File: config.mk
export PLATFORM = sky130hd
export DESIGN_NAME = dma_flyby_ctrl
export DESIGN_NICKNAME = d
export VERILOG_FILES = /design/src/rtl/dma_pkg.sv /design/src/rtl/dma_regs.sv /design/src/rtl/dma_ack_watch.sv /design/src/rtl/dma_seq.sv /design/src/rtl/dma_flyby_ctrl.sv
export SDC_FILE = /design/constraint.sdc
export NUM_CORES = 1
export LEC_CHECK = 0
export ABC_AREA = 0
export ABC_CLOCK_PERIOD_IN_PS = 2830
export BUFFER_PORTS_ARGS = -buffer_cell sky130_fd_sc_hd__buf_2
export CORE_ASPECT_RATIO = 1.25
export CORE_UTILIZATION = 45
export CTS_BUF_LIST = sky130_fd_sc_hd__clkbuf_4
export DETAILED_ROUTE_END_ITERATION = 16
export PLACE_DENSITY_LB_ADDON = 0.2
export SLEW_MARGIN = 25
export SYNTH_ARGS = -nofsm -noshare
export SYNTH_HDL_FRONTEND = slang
export SYNTH_HIERARCHICAL = 1
export SYNTH_SLANG_ARGS = --single-unit
export TNS_END_PERCENT = 100
File: constraint.sdc
create_clock -name clk -period 2.83 [get_ports clk]
set_clock_uncertainty 0.15 [all_clocks]
set_input_delay 0.4245 -clock clk [delete_from_list [all_inputs] [get_ports clk]]
set_output_delay 0.4245 -clock clk [all_outputs]
set_load 0.05 [all_outputs]
File: src/rtl/dma_pkg.sv
// Package: shared constants and types for the fly-by DMA controller.
// Assumes a 2-bit register select and 32-bit register data.
package dma_pkg;
    typedef enum logic [2:0] {
        ST_IDLE,
        ST_ARM,
        ST_REQ,
        ST_XFER,
        ST_REL
    } dma_state_e;

    localparam logic [1:0] SEL_ADDR = 2'd0;
    localparam logic [1:0] SEL_CNT  = 2'd1;
    localparam logic [1:0] SEL_CTRL = 2'd2;
    localparam logic [1:0] SEL_STAT = 2'd3;

    localparam int CTL_GO        = 0;
    localparam int CTL_DIR       = 1;
    localparam int CTL_WORD      = 2;
    localparam int CTL_BURST_LSB = 4;
    localparam int CTL_PORT_LSB  = 8;

    localparam int STS_BUSY = 0;
    localparam int STS_DONE = 1;
    localparam int STS_ERR  = 2;
endpackage

File: src/rtl/dma_regs.sv
// Register file: address, count and control registers, plus the sticky
// done and error flags. Address and count advance on each unit step.
// Assumes step, fin_ok and fin_err are single-cycle pulses from the sequencer.
module dma_regs
    import dma_pkg::*;
#(
    parameter int RW      = 32,
    parameter int AW      = 32,
    parameter int CW      = 16,
    parameter int BURST_W = 4,
    parameter int PORT_W  = 4
) (
    input  logic               clk,
    input  logic               rst_n,
    input  logic               reg_we,
    input  logic [1:0]         reg_sel,
    input  logic [RW-1:0]      reg_wdata,
    output logic [RW-1:0]      reg_rdata,
    input  logic               busy,
    input  logic               step,
    input  logic               fin_ok,
    input  logic               fin_err,
    output logic               start,
    output logic [AW-1:0]      cur_addr,
    output logic               cnt_zero,
    output logic               cnt_last,
    output logic               dir,
    output logic               word,
    output logic [BURST_W-1:0] blen_m1,
    output logic [PORT_W-1:0]  port,
    output logic               done
);
    logic          err_q;
    logic [CW-1:0] cur_cnt;
    logic [CW-1:0] step_sz;
    logic          wr_ok;
    logic [RW-1:0] ctrl_rd;
    logic [RW-1:0] stat_rd;

    // Step size and count-exhaust decode for the current unit width.
    always_comb begin
        step_sz  = word ? CW'(4) : CW'(1);
        cnt_last = (cur_cnt <= step_sz);
        cnt_zero = (cur_cnt == '0);
        wr_ok    = reg_we && !busy;
        start    = wr_ok && (reg_sel == SEL_CTRL) && reg_wdata[CTL_GO];
    end

    // Address register: CPU load when idle, advance on each unit.
    always_ff @(posedge clk) begin
        if (!rst_n)
            cur_addr <= '0;
        else if (step)
            cur_addr <= cur_addr + (word ? AW'(4) : AW'(1));
        else if (wr_ok && reg_sel == SEL_ADDR)
            cur_addr <= reg_wdata[AW-1:0];
    end

    // Count register: CPU load when idle, saturating decrement per unit.
    always_ff @(posedge clk) begin
        if (!rst_n)
            cur_cnt <= '0;
        else if (step)
            cur_cnt <= cnt_last ? '0 : cur_cnt - step_sz;
        else if (wr_ok && reg_sel == SEL_CNT)
            cur_cnt <= reg_wdata[CW-1:0];
    end

    // Control fields: captured only on an idle control write.
    always_ff @(posedge clk) begin
        if (!rst_n) begin
            dir     <= 1'b0;
            word    <= 1'b0;
            blen_m1 <= '0;
            port    <= '0;
        end else if (wr_ok && reg_sel == SEL_CTRL) begin
            dir     <= reg_wdata[CTL_DIR];
            word    <= reg_wdata[CTL_WORD];
            blen_m1 <= reg_wdata[CTL_BURST_LSB +: BURST_W];
            port    <= reg_wdata[CTL_PORT_LSB +: PORT_W];
        end
    end

    // Sticky completion flags: set by the sequencer, cleared by start or CPU.
    always_ff @(posedge clk) begin
        if (!rst_n) begin
            done  <= 1'b0;
            err_q <= 1'b0;
        end else if (fin_err) begin
            done  <= 1'b1;
            err_q <= 1'b1;
        end else if (fin_ok) begin
            done  <= 1'b1;
        end else if (start) begin
            done  <= 1'b0;
            err_q <= 1'b0;
        end else if (reg_we && reg_sel == SEL_STAT && reg_wdata[STS_DONE]) begin
            done  <= 1'b0;
            err_q <= 1'b0;
        end
    end

    // Read-back assembly of the control and status words.
    always_comb begin
        ctrl_rd = '0;
        ctrl_rd[CTL_DIR]  = dir;
        ctrl_rd[CTL_WORD] = word;
        ctrl_rd[CTL_BURST_LSB +: BURST_W] = blen_m1;
        ctrl_rd[CTL_PORT_LSB +: PORT_W]   = port;
        stat_rd = '0;
        stat_rd[STS_BUSY] = busy;
        stat_rd[STS_DONE] = done;
        stat_rd[STS_ERR]  = err_q;
    end

    // Register read multiplexer.
    always_comb begin
        case (reg_sel)
            SEL_ADDR: reg_rdata = RW'(cur_addr);
            SEL_CNT:  reg_rdata = RW'(cur_cnt);
            SEL_CTRL: reg_rdata = ctrl_rd;
            default:  reg_rdata = stat_rd;
        endcase
    end

    AST_CTRL_FROZEN: assert property (@(posedge clk) disable iff (!rst_n)
        (busy && reg_we && reg_sel == SEL_CTRL) |=> (ctrl_rd == $past(ctrl_rd)));
    AST_COUNT_NONINC: assert property (@(posedge clk) disable iff (!rst_n)
        (busy && !step) |=> (cur_cnt == $past(cur_cnt)));
endmodule

File: src/rtl/dma_ack_watch.sv
// Acknowledge watchdog: counts the cycles a transfer request waits for the
// peripheral and flags expiry on the LIMIT-th waiting cycle.
// Assumes waiting drops for at least one cycle between units or on ack.
module dma_ack_watch #(
    parameter int LIMIT = 256
) (
    input  logic clk,
    input  logic rst_n,
    input  logic waiting,
    output logic expire
);
    localparam int TW = (LIMIT > 1) ? $clog2(LIMIT) : 1;
    logic [TW-1:0] wait_cnt;

    // Wait counter: runs while waiting, clears otherwise.
    always_ff @(posedge clk) begin
        if (!rst_n)
            wait_cnt <= '0;
        else if (waiting && !expire)
            wait_cnt <= wait_cnt + 1'b1;
        else
            wait_cnt <= '0;
    end

    // Expiry decode on the last allowed waiting cycle.
    always_comb expire = waiting && (wait_cnt == TW'(LIMIT - 1));

    AST_WAIT_RESTART: assert property (@(posedge clk) disable iff (!rst_n)
        expire |=> (wait_cnt == '0));
endmodule

File: src/rtl/dma_seq.sv
// Transfer sequencer: waits for peripheral readiness, requests the bus,
// issues one request per unit, releases the bus after each burst and
// reports normal or error completion.
// Assumes bus_gnt stays high while bus_req is held.
module dma_seq
    import dma_pkg::*;
#(
    parameter int BURST_W = 4
) (
    input  logic               clk,
    input  logic               rst_n,
    input  logic               start,
    input  logic               cnt_zero,
    input  logic               cnt_last,
    input  logic [BURST_W-1:0] blen_m1,
    input  logic               dev_ready,
    input  logic               bus_gnt,
    input  logic               dev_ack,
    input  logic               expire,
    output logic               busy,
    output logic               bus_req,
    output logic               xfer_req,
    output logic               step,
    output logic               fin_ok,
    output logic               fin_err
);
    dma_state_e         state, state_nx;
    logic [BURST_W-1:0] burst_cnt;
    logic               burst_end;

    // Output and event decode from the current state.
    always_comb begin
        busy      = (state != ST_IDLE);
        bus_req   = (state == ST_REQ) || (state == ST_XFER);
        xfer_req  = (state == ST_XFER);
        step      = xfer_req && dev_ack;
        burst_end = (burst_cnt == blen_m1);
        fin_ok    = (state == ST_IDLE && start && cnt_zero) || (step && cnt_last);
        fin_err   = xfer_req && !dev_ack && expire;
    end

    // Next-state selection.
    always_comb begin
        state_nx = state;
        case (state)
            ST_IDLE: if (start && !cnt_zero) state_nx = ST_ARM;
            ST_ARM:  if (dev_ready) state_nx = ST_REQ;
            ST_REQ:  if (bus_gnt) state_nx = ST_XFER;
            ST_XFER: begin
                if (step) begin
                    if (cnt_last)       state_nx = ST_IDLE;
                    else if (burst_end) state_nx = ST_REL;
                end else if (expire) begin
                    state_nx = ST_IDLE;
                end
            end
            ST_REL:  state_nx = ST_REQ;
            default: state_nx = ST_IDLE;
        endcase
    end

    // State register.
    always_ff @(posedge clk) begin
        if (!rst_n) state <= ST_IDLE;
        else        state <= state_nx;
    end

    // Units-in-burst counter: restarts on each grant, counts acknowledges.
    always_ff @(posedge clk) begin
        if (!rst_n)
            burst_cnt <= '0;
        else if (state != ST_XFER)
            burst_cnt <= '0;
        else if (step)
            burst_cnt <= burst_cnt + 1'b1;
    end

    AST_BURST_RELEASE: assert property (@(posedge clk) disable iff (!rst_n)
        (step && burst_end && !cnt_last) |=> !bus_req);
    AST_BURST_BOUND: assert property (@(posedge clk) disable iff (!rst_n)
        xfer_req |-> (burst_cnt <= blen_m1));
    AST_NO_REQ_UNREADY: assert property (@(posedge clk) disable iff (!rst_n)
        (state == ST_ARM && !dev_ready) |=> !bus_req);
endmodule

File: src/rtl/dma_flyby_ctrl.sv
// Top of the fly-by DMA controller: register file, sequencer and
// acknowledge watchdog. The peripheral performs the memory access itself;
// this block only drives addresses, requests and bus ownership.
// Assumes a single channel and a request/grant bus arbiter.
module dma_flyby_ctrl
    import dma_pkg::*;
#(
    parameter int RW        = 32,
    parameter int AW        = 32,
    parameter int CW        = 16,
    parameter int BURST_W   = 4,
    parameter int PORT_W    = 4,
    parameter int ACK_LIMIT = 256
) (
    input  logic              clk,
    input  logic              rst_n,
    input  logic              reg_we,
    input  logic [1:0]        reg_sel,
    input  logic [RW-1:0]     reg_wdata,
    output logic [RW-1:0]     reg_rdata,
    input  logic              dev_ready,
    output logic              bus_req,
    input  logic              bus_gnt,
    output logic [AW-1:0]     bus_addr,
    output logic              xfer_req,
    output logic              xfer_dir,
    output logic              xfer_word,
    output logic [PORT_W-1:0] port_sel,
    input  logic              dev_ack,
    output logic              irq
);
    logic               busy, step, fin_ok, fin_err, start;
    logic               cnt_zero, cnt_last, expire, done;
    logic [BURST_W-1:0] blen_m1;

    dma_regs #(.RW(RW), .AW(AW), .CW(CW), .BURST_W(BURST_W), .PORT_W(PORT_W)) u_regs (
        .clk(clk), .rst_n(rst_n), .reg_we(reg_we), .reg_sel(reg_sel),
        .reg_wdata(reg_wdata), .reg_rdata(reg_rdata), .busy(busy), .step(step),
        .fin_ok(fin_ok), .fin_err(fin_err), .start(start), .cur_addr(bus_addr),
        .cnt_zero(cnt_zero), .cnt_last(cnt_last), .dir(xfer_dir), .word(xfer_word),
        .blen_m1(blen_m1), .port(port_sel), .done(done)
    );

    dma_seq #(.BURST_W(BURST_W)) u_seq (
        .clk(clk), .rst_n(rst_n), .start(start), .cnt_zero(cnt_zero),
        .cnt_last(cnt_last), .blen_m1(blen_m1), .dev_ready(dev_ready),
        .bus_gnt(bus_gnt), .dev_ack(dev_ack), .expire(expire), .busy(busy),
        .bus_req(bus_req), .xfer_req(xfer_req), .step(step),
        .fin_ok(fin_ok), .fin_err(fin_err)
    );

    dma_ack_watch #(.LIMIT(ACK_LIMIT)) u_watch (
        .clk(clk), .rst_n(rst_n), .waiting(xfer_req && !dev_ack), .expire(expire)
    );

    // Interrupt follows the sticky done flag.
    always_comb irq = done;

    AST_REQ_AFTER_GNT: assert property (@(posedge clk) disable iff (!rst_n)
        $rose(xfer_req) |-> $past(bus_gnt));
    AST_ADDR_STEP: assert property (@(posedge clk) disable iff (!rst_n)
        (xfer_req && $past(xfer_req && dev_ack)) |->
        (bus_addr == $past(bus_addr) + ($past(xfer_word) ? AW'(4) : AW'(1))));
    AST_DONE_RELEASE: assert property (@(posedge clk) disable iff (!rst_n)
        $rose(irq) |-> (!bus_req && !xfer_req));
    AST_ABORT: assert property (@(posedge clk) disable iff (!rst_n)
        (expire && !dev_ack) |=> (!xfer_req && irq));
endmodule

==> results of run 1 <==
-- worst min-delay path: stages --
cell     delay [ns]
buf_2          0.07
o21ai_0        0.07
nor2_1         0.08
-- layer usage --
metal	up-vias	share of wire (%)
met5	-	0
met4	0	3.9
li1	2456	-
met1	2471	42
met3	35	6.1
met2	210	48
-- flip-flops by register name, indices dropped and copies added (netlist names) --
signal	cells
u_regs/blen_m1	4
u_regs/done	1
u_regs/err_q	1
u_regs/cur_addr	32
u_regs/cur_cnt	16
u_seq/state	3
u_regs/dir	1
u_watch/wait_cnt	8
u_regs/word	1
u_seq/burst_cnt	4
u_regs/port	4
-- path summary, 6_finish.rpt --
path	startpoint	cells past startpoint	slack [ns]	endpoint
max reg2reg	u_regs/cur_cnt[6]	6	0.13	u_seq/state[0]
min reg2reg	u_regs/port[1]	2	0.33	u_regs/port[1]
max	u_regs/cur_cnt[6]	6	0.13	u_seq/state[0]
min	reg_wdata[17]	3	0.09	u_regs/cur_addr[17]
-- layout by cell type, fill, tap and decap left out, types with 14 or more instances in the layout --
cell type,n
o21ai_0,29
dfxtp_1,75
inv_1,15
nor3_1,14
nor2_1,52
nand2_1,74
buf_2,112
a21oi_1,49
buf_4,21
and2_1,18
mux2i_1,22
-- power by group through the flow --
stage / combinational (mW) / sequential, mW / clock (mW)
6_report: 1.42 / 1.28 / 0.562
5_1_grt: 1.52 / 1.30 / 0.633
4_1_cts: 1.40 / 1.28 / 0.581
3_5_place_dp: 1.40 / 1.30 / 0
3_3_place_gp: 1.37 / 1.30 / 0
2_1_floorplan: 0.878 / 1.44 / 0
-- metrics by stage --
stage | cell area [um^2] | util (%) | setup TNS, ns | std cells
2_1_floorplan | 4785 | - | -0.02379 | 607
3_3_place_gp | 5520 | 54.08 | 0 | 831
3_5_place_dp | 5520 | 54.08 | 0 | 831
4_1_cts | 5623 | 55.08 | 0 | 847
5_1_grt | 5634 | 55.19 | 0 | 848
6_report | 5634 | 55.19 | 0 | 848
-- logic make-up after synthesis --
logic type,after synthesis,share of synthesized area (%)
muxes,29,6.726
adders and majority gates,8,2.094
AOI/OAI and AO/OA,177,24.84
DFF,75,31.41
and+or+nand+nor,249,27.66
xor gates and xnor gates,14,2.565
buffers and inverters,55,4.711
-- area by class of cell --
cell class,count,area [um^2]
Antenna cell,1,2.502
Multi-Input combinational cell,477,3068
Tap cell,129,161.4
Fill cell,1007,4574
Timing Repair Buffer,134,738.2
Inverter,16,60.06
Clock inverter,5,20.02
Clock buffer,11,82.58
Sequential cell,75,1501
==> out/qor.csv, run 1 <==
metric,value,unit
rsz0062_at_grt,false,
pwr-share-seq,39.3,%
final_nets,761,
io_buffers,112,
busiest_layer,met2,
vdd_drop_max,0.2576,mV
max_slew_margin,45.19,%
root_buffer,clkbuf_4,
max_clock_freq,370.3,MHz
drcViolationCount,0,
drive_above_1_share,24.51,%
period_needed,2.701,ns
use_met3,4.716,%
grt_pass1_vias,4739,
use_met2,45.51,%
dieHeight,117.2,um
syn_avg_cell_area,7.876,um^2
area_growth,17.85,%
antenna_found_initial,1,
start_util,46.83,%
p_comb_share,43.5,%
cts_setup_buffers,0,
critPathArrivalTime,2.93,ns
numCtsBuffers,9,
die_width,94.19,um
yosys.area.top_type,dfxtp_1,
vias,5172,
worst-endpoint-required,3.05,ns
viasPerCell,6.099,
synth.distinct_cells,75,
crit_path_cell_trace,or4_4 -> or4_4 -> nor4_4 -> nor2b_4 -> a211oi_2 -> mux2i_1,
sw_frac_of_total,43.80,%
yosysSeqAreaShare,31.41,%
intPower,1.832,mW
worst_slew_pin_slew,0.8191,ns
dp.final_hpwl,10960,um
drt_first_pass_iters,5,
p_leak,2.327,nW
synthTopCellsByCount,"dfxtp_1, nand2_1, nor2_1",
crit_path_start_kind,register,
grt-ovfl-total,0,
pwr-share-clk,17.3,%
ios,113,
grtUsageTotal,27.89,%
hold_viol_final,0,
slew_viol_final,0,
ctsLongestPathBuffers,2,
cts.reportedPaths.clkPinSlew,0.12,ns
p_switching,1.427,mW
path_class,reg -> reg,
core_area,0.01021,mm^2
crit_buf_inv,0,
ctsResizeCount,0,
synthArstFlopShare,0,%
ctsHoldBuffers,0,
synth_edf_count,0,
worstHoldPathType,in -> reg,
met1_usage,35.24,%
setup_slack,0.1294,ns
cts_tree,built,
grt_pass1_wl,23850,um
synth_top_cell_area_share,31.41,%
timing.final.crit_share,95.43,%
yosysWarnings,6,
synth.area.top_cells,"dfxtp_1, nand2_1, a21oi_1, mux2i_1, nor2_1",
hold_ws,0.08706,ns
clock_sinks,75,
ys_seq_elements,75,
synthFlopType,dfxtp_1,
outcome,"complete, no violations",
grt_max_degree,57,
synth_nets,655,
dr.first_iter.drc_count,378,
drtAntennaViolNets,0,
rows,41,
clk_latency,0.43,ns
critPathMaxStageDelay,0.60,ns
dp_slack,0.1131,ns
drv_cap,0,
cpMaxStageDelayCell,or4_4,
worstSetupEndpointType,register,
path_delay_family,simple AND/OR/NAND/NOR gates,
post_drt_wl_per_cell,17.99,um
htreeDepth,3,
finalPower,3.259,mW
syn_area,0.004781,mm^2
die-area,0.01104,mm^2
synthCells,607,
routed_wirelength,15250,um
power.density,578.5,mW/mm^2
finalSetupViolations,0,
gp_congestion,0.8869,
crit_fanout,7,
cpMostUsedCell,or4_4,
(Power assumes the default switching activity.)
==> run 2: changes to the inputs <==
==> constraint.sdc (replaced) <==
create_clock -name clk -period 2.83 [get_ports clk]
set_clock_uncertainty 0.15 [all_clocks]
set_input_delay 0.1415 -clock clk [delete_from_list [all_inputs] [get_ports clk]]
set_output_delay 0.1415 -clock clk [all_outputs]
set_load 0.05 [all_outputs]
==> run 2 against run 1 <==
  * Cell count up 3.5%
  * Critical path depth unchanged
  * Worst hold slack improved by 0.0093 ns
  * Non-clock buffer count is 32 higher
  * Global-route usage shrank 0.57 points
  * Highest routed layer unchanged
==> out/qor.csv, run 2 (same netlist as run 1, synthesis figures left out) <==
metric,value,unit,change
pwr-share-seq,38.0,%,-1.3 points
gp_congestion,0.8919,,+0.56%
htreeDepth,3,,unchanged
io_buffers,112,,unchanged
viasPerCell,5.989,,-1.8%
grt-ovfl-total,0,,unchanged
antenna_found_initial,0,,-1
p_switching,1.430,mW,+0.17%
setup_tns,0,ns,unchanged
fillers,933,,-7.3%
worst_slew_pin_slew,0.7748,ns,-0.04427 ns
diodes,0,,-1
area_growth,24.81,%,
p_leak,2.464,nW,+5.9%
largest_reg_flops,32,,unchanged
crit_path_cell_trace,or4_4 -> or4_4 -> nor4_4 -> nor2b_4 -> a211oi_2 -> mux2i_1,,
sw_frac_of_total,42.50,%,-1.3 points
path_class,reg -> reg,,
use_met3,3.359,%,-1.4 points
numCtsBuffers,9,,unchanged
rows,41,,unchanged
dieHeight,117.2,um,unchanged
path_delay_family,simple AND/OR/NAND/NOR gates,,
timing.final.crit_share,95.63,%,+0.20 points
clk_latency,0.44,ns,about the same
cp-endpoint,u_seq/state[0],,
use_met2,46.47,%,+0.97 points
busiest_layer,met2,,
path_depth,6,,unchanged
startpoint,u_regs/cur_cnt[6],,
met1_usage,34.13,%,-1.1 points
start_util,46.83,%,unchanged
pwr-share-clk,19.2,%,+1.9 points
grtUsageTotal,27.32,%,-0.57 points
p_comb_share,42.8,%,-0.7 points
grt_pass1_wl,23400,um,-1.9%
period_needed,2.706,ns,+0.005616 ns
worst-endpoint-required,3.05,ns,about the same
layout_common_cells,"buf_2, nand2_1, dfxtp_1",,
utilization,58.45,%,+3.3 points
finalSetupViolations,0,,unchanged
cts_tree,built,,
clock_sinks,75,,unchanged
drcViolationCount,0,,unchanged
die-area,0.01104,mm^2,unchanged
rsz0062_at_grt,false,,
drive_above_1_share,22.70,%,-1.8 points
cts_setup_buffers,0,,unchanged
top_register,u_regs/cur_addr,,
final_common_cell,buf_2,,
crit_fanout,7,,unchanged
cpMaxStageDelayCell,or4_4,,
grt_pass1_vias,4716,,-0.49%
hold_ws,0.09641,ns,+0.009346 ns
cts.reportedPaths.clkPinSlew,0.11,ns,about the same
r2r_setup_slack,0.12,ns,about the same
max_clock_freq,369.5,MHz,-0.21%
power.density,563.8,mW/mm^2,-2.5%
multi_input_area,0.003060,mm^2,-0.24%
worstHoldPathType,in -> reg,,
dp.final_hpwl,10650,um,-2.9%
ctsLongestPathBuffers,2,,unchanged
drt_first_pass_iters,6,,+1
design_area,0.005967,mm^2,+5.9%
intPower,1.935,mW,+5.6%
layout.cells.non_filler,878,,+3.5%
drv_cap,0,,unchanged
reg_top3,"u_regs/cur_addr: 32 flops, u_regs/cur_cnt: 16 flops, u_watch/wait_cnt: 8 flops",,
postPlaceCellArea,0.005502,mm^2,-0.34%
post-place-cells,829,,-0.24%
crit_path_start_kind,register,,
ios,113,,unchanged
root_buffer,clkbuf_4,,
hold_viol_final,0,,unchanged
crit_buf_inv,0,,unchanged
routed_wirelength,15180,um,-0.45%
worstRegToRegCells,6,,unchanged
outcome,"complete, no violations",,
dr.first_iter.drc_count,368,,-2.6%
slew_viol_final,0,,unchanged
cpMostUsedCell,or4_4,,
core_area,0.01021,mm^2,unchanged
reg2reg_to,u_seq/state[0],,
max_slew_margin,48.15,%,+3.0 points
drtAntennaViolNets,0,,unchanged
critPathMaxStageDelay,0.59,ns,about the same
final_nets,793,,+4.2%
post_drt_wl_per_cell,17.29,um,-3.9%
die_width,94.19,um,unchanged
final-seq-area,0.001501,mm^2,unchanged
critPathArrivalTime,2.93,ns,about the same
worstSetupEndpointType,register,,
vdd_drop_max,0.2266,mV,-12%
vias,5258,,+1.7%
r2r-start,u_regs/cur_cnt[6],,
grt_max_degree,42,,-26%
==> run 2: changes by cell type in the layout (fill, tap and decap cells not counted), sizes merged <==
cell | previous run | this run
dlygate4sd3 | 0 | 34
buf | 134 | 132
bufinv | 0 | 1
clkbuf | 11 | 10
clkinv | 6 | 5
diode | 1 | 0
==> run 2: worst register-to-register path, cell delays in order (launching register included) <==
cell      delay [ns]
dfxtp_1         0.38
or4_4           0.59
or4_4           0.51
nor4_4          0.49
nor2b_4         0.09
a211oi_2        0.24
mux2i_1         0.20
==> run 2: layer usage <==
metal / vias up / wire length, um
li1: 2510 / -
met1: 2509 / 6418
met2: 210 / 7497
met3: 29 / 907
met4: 0 / 360
met5: - / 0
==> run 2: worst min path at each step <==
stage,slack (ns),startpoint,depth (start not counted),to
floorplan,0.13,rst_n,2,u_seq/state[1]
global placement,0.25,reg_wdata[17],3,u_regs/cur_addr[17]
detailed placement,0.26,reg_wdata[17],3,u_regs/cur_addr[17]
CTS,0.09,rst_n,2,u_regs/cur_cnt[6]
global route,0.11,rst_n,2,u_regs/cur_cnt[6]
finish,0.1,dev_ready,5,u_seq/state[1]
==> run 2: repair_timing <==
| action | CTS | global route |
|---|---|---|
| setup endpoints to repair | 0 | 4 |
| hold buffers | 34 | 0 |
| resized for setup | 0 | 1 |
| endpoints found under the hold margin | 55 | 0 |
==> run 2: per-stage QoR <==
stage	setup WS, ns	power (mW)
finish	0.1237	3.364
global route	0.001387	3.549
CTS	0.09691	3.349
detailed placement	0.1176	2.683
global placement	0.1852	2.669
floorplan	0.08608	2.320
==> run 2: final cells by class <==
| type | instances | share of cell area, % |
|---|---|---|
| flip-flops and latches | 75 | 25.16 |
| clock buffers | 10 | 1.258 |
| well taps | 129 | 2.705 |
| inverters | 16 | 1.007 |
| multi-input cells | 477 | 51.29 |
| clock inverters | 5 | 0.7549 |
| repair buffers | 166 | 17.82 |
==> run 2: power groups by stage <==
stage               Combinational (mW)  Sequential [mW]  Clock [mW]
floorplan                        0.876             1.44           0
global placement                  1.37             1.29           0
detailed placement                1.38             1.30           0
CTS                               1.42             1.28       0.650
global route                      1.55             1.30       0.701
finish                            1.44             1.28       0.646
